<file path="config.mk">
export PLATFORM = sky130hd
export DESIGN_NAME = spi_sck_divider
export DESIGN_NICKNAME = d
export VERILOG_FILES = /design/src/rtl/spi_div_pkg.sv /design/src/rtl/div_cfg_latch.sv /design/src/rtl/div_prescale_stage.sv /design/src/rtl/div_post_stage.sv /design/src/rtl/sck_edge_gen.sv /design/src/rtl/spi_sck_divider.sv
export SDC_FILE = /design/constraint.sdc
export NUM_CORES = 1
export LEC_CHECK = 0
export BUFFER_PORTS_ARGS = -buffer_cell sky130_fd_sc_hd__clkbuf_2
export CORE_ASPECT_RATIO = 0.6
export CORE_MARGIN = 3
export CORE_UTILIZATION = 36
export DETAILED_ROUTE_END_ITERATION = 10
export GPL_ROUTABILITY_DRIVEN = 1
export GPL_TIMING_DRIVEN = 0
export HOLD_SLACK_MARGIN = 0.02
export PLACE_DENSITY = 0.5
export REMOVE_ABC_BUFFERS = 1
export SETUP_SLACK_MARGIN = 0.15
export SKIP_CTS_REPAIR_TIMING = 1
export SLEW_MARGIN = 5
export SYNTH_ARGS = -nofsm -noshare
export SYNTH_HDL_FRONTEND = slang
export SYNTH_SLANG_ARGS = --single-unit
</file>
<file path="constraint.sdc">
create_clock -name clk -period 4.05 [get_ports clk]
set_input_delay 0.81 -clock clk [delete_from_list [all_inputs] [get_ports clk]]
set_output_delay 0.81 -clock clk [all_outputs]
set_load 0.005 [all_outputs]
</file>
<file path="src/rtl/spi_div_pkg.sv">
package spi_div_pkg;

  // width of each raw divider setting field
  localparam int FW = 8;
  // width of the halved prescale value (2..254 -> 1..127)
  localparam int PW = FW - 1;
  // width that holds a half period in system clocks
  localparam int HW = 2 * FW;
  // smallest legal prescale value
  localparam logic [FW-1:0] PRE_FLOOR = FW'(2);

  // Clamp a raw prescale setting to an even value no smaller than the floor.
  function automatic logic [FW-1:0] legal_pre(input logic [FW-1:0] raw);
    logic [FW-1:0] v;
    if (raw < PRE_FLOOR) v = PRE_FLOOR;
    else                 v = {raw[FW-1:1], 1'b0};
    return v;
  endfunction

  // Half of the clamped prescale: the first-stage count length.
  function automatic logic [PW-1:0] pre_half(input logic [FW-1:0] raw);
    logic [FW-1:0] v;
    v = legal_pre(raw);
    return v[FW-1:1];
  endfunction

  // Half period in system clocks from first-stage length and post value.
  function automatic logic [HW-1:0] span_cycles(input logic [PW-1:0] half_pre,
                                                input logic [FW-1:0] post);
    logic [HW-1:0] a;
    logic [HW-1:0] b;
    a = HW'(half_pre);
    b = HW'(post) + HW'(1);
    return a * b;
  endfunction

endpackage

</file>
<file path="src/rtl/div_cfg_latch.sv">
module div_cfg_latch
  import spi_div_pkg::*;
(
  input  logic          clk,
  input  logic          rst_n,
  input  logic          run,
  input  logic [FW-1:0] pre_raw,
  input  logic [FW-1:0] post_raw,
  output logic [PW-1:0] half_pre_q,
  output logic [FW-1:0] post_q
);

  // Settings follow the inputs only while idle and freeze during a run.
  always_ff @(posedge clk or negedge rst_n) begin
    if (!rst_n) begin
      half_pre_q <= PW'(1);
      post_q     <= '0;
    end else if (!run) begin
      half_pre_q <= pre_half(pre_raw);
      post_q     <= post_raw;
    end
  end


  cfg_hold_chk: assert property (@(posedge clk) disable iff (!rst_n)
    (run && $past(run)) |-> ($stable(half_pre_q) && $stable(post_q)));

endmodule

</file>
<file path="src/rtl/div_prescale_stage.sv">
module div_prescale_stage
  import spi_div_pkg::*;
(
  input  logic          clk,
  input  logic          rst_n,
  input  logic          run,
  input  logic [PW-1:0] lim,
  output logic          wrap
);

  logic [PW-1:0] cnt_q;
  logic          at_end;

  assign at_end = (cnt_q == (lim - PW'(1)));
  assign wrap   = run && at_end;

  always_ff @(posedge clk or negedge rst_n) begin
    if (!rst_n)         cnt_q <= '0;
    else if (!run)      cnt_q <= '0;
    else if (at_end)    cnt_q <= '0;
    else                cnt_q <= cnt_q + PW'(1);
  end


  pre_cnt_bound_chk: assert property (@(posedge clk) disable iff (!rst_n)
    cnt_q < lim);


  pre_idle_reload_chk: assert property (@(posedge clk) disable iff (!rst_n)
    !run |=> (cnt_q == '0));

endmodule

</file>
<file path="src/rtl/div_post_stage.sv">
module div_post_stage
  import spi_div_pkg::*;
(
  input  logic          clk,
  input  logic          rst_n,
  input  logic          run,
  input  logic          step,
  input  logic [FW-1:0] lim,
  output logic          wrap
);

  logic [FW-1:0] cnt_q;
  logic          at_end;

  assign at_end = (cnt_q == lim);
  assign wrap   = run && step && at_end;

  always_ff @(posedge clk or negedge rst_n) begin
    if (!rst_n)        cnt_q <= '0;
    else if (!run)     cnt_q <= '0;
    else if (step) begin
      if (at_end)      cnt_q <= '0;
      else             cnt_q <= cnt_q + FW'(1);
    end
  end


  post_cnt_bound_chk: assert property (@(posedge clk) disable iff (!rst_n)
    cnt_q <= lim);

endmodule

</file>
<file path="src/rtl/sck_edge_gen.sv">
module sck_edge_gen (
  input  logic clk,
  input  logic rst_n,
  input  logic run,
  input  logic tick,
  output logic sck,
  output logic rise,
  output logic fall
);

  logic sck_q;

  always_ff @(posedge clk or negedge rst_n) begin
    if (!rst_n)      sck_q <= 1'b0;
    else if (!run)   sck_q <= 1'b0;
    else if (tick)   sck_q <= ~sck_q;
  end

  assign sck  = sck_q;
  assign rise = tick & ~sck_q;
  assign fall = tick &  sck_q;


  idle_low_chk: assert property (@(posedge clk) disable iff (!rst_n)
    !run |=> !sck);


  rise_then_high_chk: assert property (@(posedge clk) disable iff (!rst_n)
    (rise && run) |=> sck);


  fall_then_low_chk: assert property (@(posedge clk) disable iff (!rst_n)
    fall |=> !sck);


  hold_between_ticks_chk: assert property (@(posedge clk) disable iff (!rst_n)
    (run && !tick) |=> $stable(sck));

endmodule

</file>
<file path="src/rtl/spi_sck_divider.sv">
module spi_sck_divider
  import spi_div_pkg::*;
(
  input  logic          clk,
  input  logic          rst_n,
  input  logic          run,
  input  logic [FW-1:0] cfg_prescale,
  input  logic [FW-1:0] cfg_post,
  output logic          sck,
  output logic          half_tick,
  output logic          rise_stb,
  output logic          fall_stb
);

  // named internal events
  logic [PW-1:0] half_pre;
  logic [FW-1:0] post_lim;
  logic          pre_wrap;
  logic          post_wrap;

  div_cfg_latch u_cfg (
    .clk       (clk),
    .rst_n     (rst_n),
    .run       (run),
    .pre_raw   (cfg_prescale),
    .post_raw  (cfg_post),
    .half_pre_q(half_pre),
    .post_q    (post_lim)
  );

  div_prescale_stage u_pre (
    .clk  (clk),
    .rst_n(rst_n),
    .run  (run),
    .lim  (half_pre),
    .wrap (pre_wrap)
  );

  div_post_stage u_post (
    .clk  (clk),
    .rst_n(rst_n),
    .run  (run),
    .step (pre_wrap),
    .lim  (post_lim),
    .wrap (post_wrap)
  );

  sck_edge_gen u_edge (
    .clk  (clk),
    .rst_n(rst_n),
    .run  (run),
    .tick (post_wrap),
    .sck  (sck),
    .rise (rise_stb),
    .fall (fall_stb)
  );

  assign half_tick = post_wrap;

  // Cycles since the last toggle or start, observed by the spacing check.
  logic [HW-1:0] gap_q;
  always_ff @(posedge clk or negedge rst_n) begin
    if (!rst_n)                  gap_q <= '0;
    else if (!run || post_wrap)  gap_q <= '0;
    else                         gap_q <= gap_q + HW'(1);
  end


  half_period_chk: assert property (@(posedge clk) disable iff (!rst_n)
    post_wrap |-> (gap_q == span_cycles(half_pre, post_lim) - HW'(1)));


  strobe_excl_chk: assert property (@(posedge clk) disable iff (!rst_n)
    $onehot0({rise_stb, fall_stb}));


  tick_needs_run_chk: assert property (@(posedge clk) disable iff (!rst_n)
    half_tick |-> run);

endmodule

</file>
==> flow_summary.toml <==
[clock_network]
numCtsBuffers = 5
clock_path_buffers = 2
tritoncts = "yes"
ctsRootBufferMaster = "clkbuf_8"
cts_htree_levels = 2
clock_sinks = 31
clk_pin_slew_ns = 0.07
clock_insertion_delay_worst_skew_ns = 0.28

[pwr]
sw_frac_of_total_pct = 24.53
switchingPower_mw = 0.1865
total_power_mw = 0.7604
irDropWorstVdd_mv = 0.1564
power.combinational.fraction_pct = 12.5
pwr-share-clk_pct = 41.6
power.share.sequential_pct = 45.9
powerDensity_mw_per_mm2 = 377.5
power_report.internal_total_mw = 0.5739
leakagePower_nw = 0.8627

[min_path]
worst_hold_path.endpoint = "u_cfg.half_pre_q[0]"
hp-start = "u_cfg.half_pre_q[0]"
min_path_cells = 2
hold_path.class = "flip-flop to flip-flop"

[placement]
port-buffer-count = 21
gpl.final_weighted_congestion = 0.7937
placedCellCount = 238
place.detailed.hpwl_um = 2738

[routing]
drc_errors = 0
routed_wl_um = 3834
routedWlPerCell_um = 15.40
drt_pass1_iterations = 4
drt.antenna.violating_nets = 0
post_drt_via_cell_ratio = 5.353
drt_iter0_drc = 85
dr_total_vias = 1333

[floorplanning]
placement_rows = 18
design.core.area_mm2 = 0.004347
die_x_um = 95.12
initial_utilization_pct = 39.46
boundaryPins = 23
die-area_mm2 = 0.005656
dieHeight_um = 59.47

[run_status]
outcome = "finished, final reports clean"

[cells_and_area]
layoutNonFillerInstCount = 249
fin_nets = 210
num_antenna_cells = 0
area_growth_syn_to_layout_pct = 17.43
drive_gt1_share_pct = 26.98

[synthesis]
cells_taking_the_most_area_after_synthesis = "dfrtp_1 (44%), mux2_2 (9.2%), xnor2_1 (7.1%)"
synth.ff_latch_count = 31
synth_top_family_by_area = "simple AND/OR/NAND/NOR gates"
syn-instance-count = 164
ys.flop_type = "dfrtp_1"
compound_gate_portion_of_the_synthesized_area_pct = 10.94
netlist_area_mm2 = 0.001715
synthXorXnorAreaFrac_pct = 10.21
edff_count_synth = 0
synth_largest_type_area_fraction_pct = 43.76
postSynth.asyncResetShare_pct = 100.0
yosys_warnings = 0
yosysSeqAreaShare_pct = 45.30
yosys-mux-area-fraction_pct = 9.774
ys_types = 39
synth_adder_area_share_pct = 2.188
postSynthAreaPerCell_um2 = 10.46
yosysTopAreaCell = "dfrtp_1"
post_synthesis_share_of_cell_area_spent_on_and_or_nand_and_nor_gates_pct = 18.89

[worst_setup_path]
critical_path_required_ns = 3.24
timing.critical_path.from_type = "flip-flop"
timing.rr.end = "u_post.cnt_q[7]"
timing_worst_setup_path_type = "flip-flop to output port"
worstPathMaxFanout = 10
critical_path.endpoint_type = "output port"
ff2ff_setup_slack_ns = 1.25
r2r-start = "u_cfg.half_pre_q[0]"
worst-endpoint-arrival_ns = 2.77
ff2ff_path_depth = 9

[global_route]
number_of_antenna_violations_at_the_first_check_in_global_routing = 0
grt_overflow_total = 0
grt_start_max_net_pins = 33
groute.usage.overall_pct = 14.80
grt_pass1_vias = 1213
grt_first_pass_wirelength_um = 6161

[timing]
fmax_mhz = 279.6
worst_slew_margin_rel_pct = 47.57
final_period_minus_worst_setup_slack_ns = 3.577
final_max_slew_viol_count = 0
layout_worst_path_cycle_share_pct = 88.32
final-setup-viol-count = 0
tightestPinTransition_ns = 0.7865
finalHoldViolCount = 0
fin_skew_ns = 0.002160
rsz0062_at_grt = "false"
setup_total_negative_slack_ns = 0

[job]
cap_violations = 0
## cells by family (layout without fill, tap and decap cells)
group,count (synthesis),in the layout
AND/OR/NAND/NOR,56,56
flip-flops,31,31
AO/OA/AOI/OAI,27,27
XOR/XNOR,20,20
multiplexers,15,15
buffers and inverters,12,37
adder cells (fa/ha/maj),3,3
## critical path, cell delays in order (launching register included)
cell      delay, ns
dfstp_2        0.57
inv_1          0.06
ha_1           0.29
nor2b_1        0.17
or3_1          0.34
a31oi_1        0.18
nand4_1        0.10
buf_4          0.19
nor4_2         0.31
nor2b_1        0.17
clkbuf_2       0.11
## cell type report
cell class                      instances  area, um^2
Multi-Input combinational cell        121       898.4
Clock inverter                          2       35.03
Fill cell                             419        2332
Tap cell                               60       75.07
Sequential cell                        31       777.0
Inverter                                5       18.77
Timing Repair Buffer                   24       127.6
Clock buffer                            6       82.58
## synth_stat cells, types with 2 or more instances
| cell type | number |
|---|---|
| and3_1 | 5 |
| dfrtp_1 | 30 |
| inv_1 | 5 |
| o21ai_1 | 6 |
| mux2_2 | 14 |
| ha_1 | 3 |
| nand3b_1 | 5 |
| nand4_1 | 3 |
| nand3_1 | 4 |
| xor2_1 | 6 |
| o21ai_0 | 3 |
| o311ai_0 | 4 |
| a21oi_1 | 3 |
| or4_1 | 2 |
| nor2b_1 | 4 |
| clkbuf_1 | 5 |
| and3b_1 | 2 |
| o311ai_1 | 2 |
| nor2_1 | 18 |
| nor3_1 | 3 |
| or3_1 | 2 |
| o31ai_1 | 3 |
| a31oi_1 | 2 |
| xnor2_1 | 14 |
| nand2_1 | 2 |
## worst max-delay path by stage
stage	start	end	slack (ns)
finish	u_cfg.half_pre_q[0]	rise_stb	0.47
detailed placement	u_cfg.half_pre_q[0]	rise_stb	0.34
global placement	u_cfg.half_pre_q[0]	rise_stb	0.46
floorplan	u_cfg.half_pre_q[0]	rise_stb	0.83
CTS	u_cfg.half_pre_q[0]	rise_stb	0.01
global route	u_cfg.half_pre_q[0]	rise_stb	0.33
## power by group through the flow
stage | Clock [mW] | Sequential, mW | Combinational [mW]
global placement | 0 | 0.354 | 0.0884
floorplan | 0 | 0.349 | 0.0603
finish | 0.316 | 0.349 | 0.0952
global route | 0.338 | 0.352 | 0.107
detailed placement | 0 | 0.355 | 0.0913
CTS | 0.328 | 0.349 | 0.0918
## layer usage
layer  routed length [um]  share of wire (%)  track usage (%)  vias up
li1                     -                  -                -      639
met1                 2037                 53            22.42      642
met2                 1518                 40            19.50       48
met3                  236                6.2            3.934        4
met4                   41                1.1            6.160        0
met5                    0                  0                0        -
## per-stage QoR
| stage | setup WS, ns | cell area, um^2 | hold slack (ns) | utilization, % |
|---|---|---|---|---|
| detailed placement | 0.3389 | 1868 | 0.5137 | 42.98 |
| finish | 0.4730 | 2014 | 0.5211 | 46.34 |
| floorplan | 0.8342 | 1688 | 0.4660 | - |
| CTS | 0.01483 | 1986 | 0.5247 | 45.68 |
| global route | 0.3334 | 2014 | 0.5446 | 46.34 |
| global placement | 0.4555 | 1868 | 0.5113 | 42.98 |
## registers in the layout, indices dropped and copies added, names as in the netlist
signal and cells:
u_cfg.half_pre_q 7, u_edge.sck 1, u_post.cnt_q 8, u_pre.cnt_q 7, u_cfg.post_q 8
## placed cells by master (no fill, tap or decap), types with 2 or more instances in the layout
cell	instances
dfrtp_1	30
clkbuf_2	21
nor2_1	18
xnor2_1	14
mux2_2	14
xor2_1	6
o21ai_1	6
clkbuf_8	6
and3_1	5
inv_1	5
nand3b_1	5
nor2b_1	4
nand3_1	4
o311ai_0	4
o21ai_0	3
o31ai_1	3
a21oi_1	3
nor3_1	3
nand4_1	3
ha_1	3
buf_4	3
and3b_1	2
or3_1	2
a31oi_1	2
nand2_1	2
o311ai_1	2
or4_1	2
No activity file was read; power rests on OpenSTA's default activity.
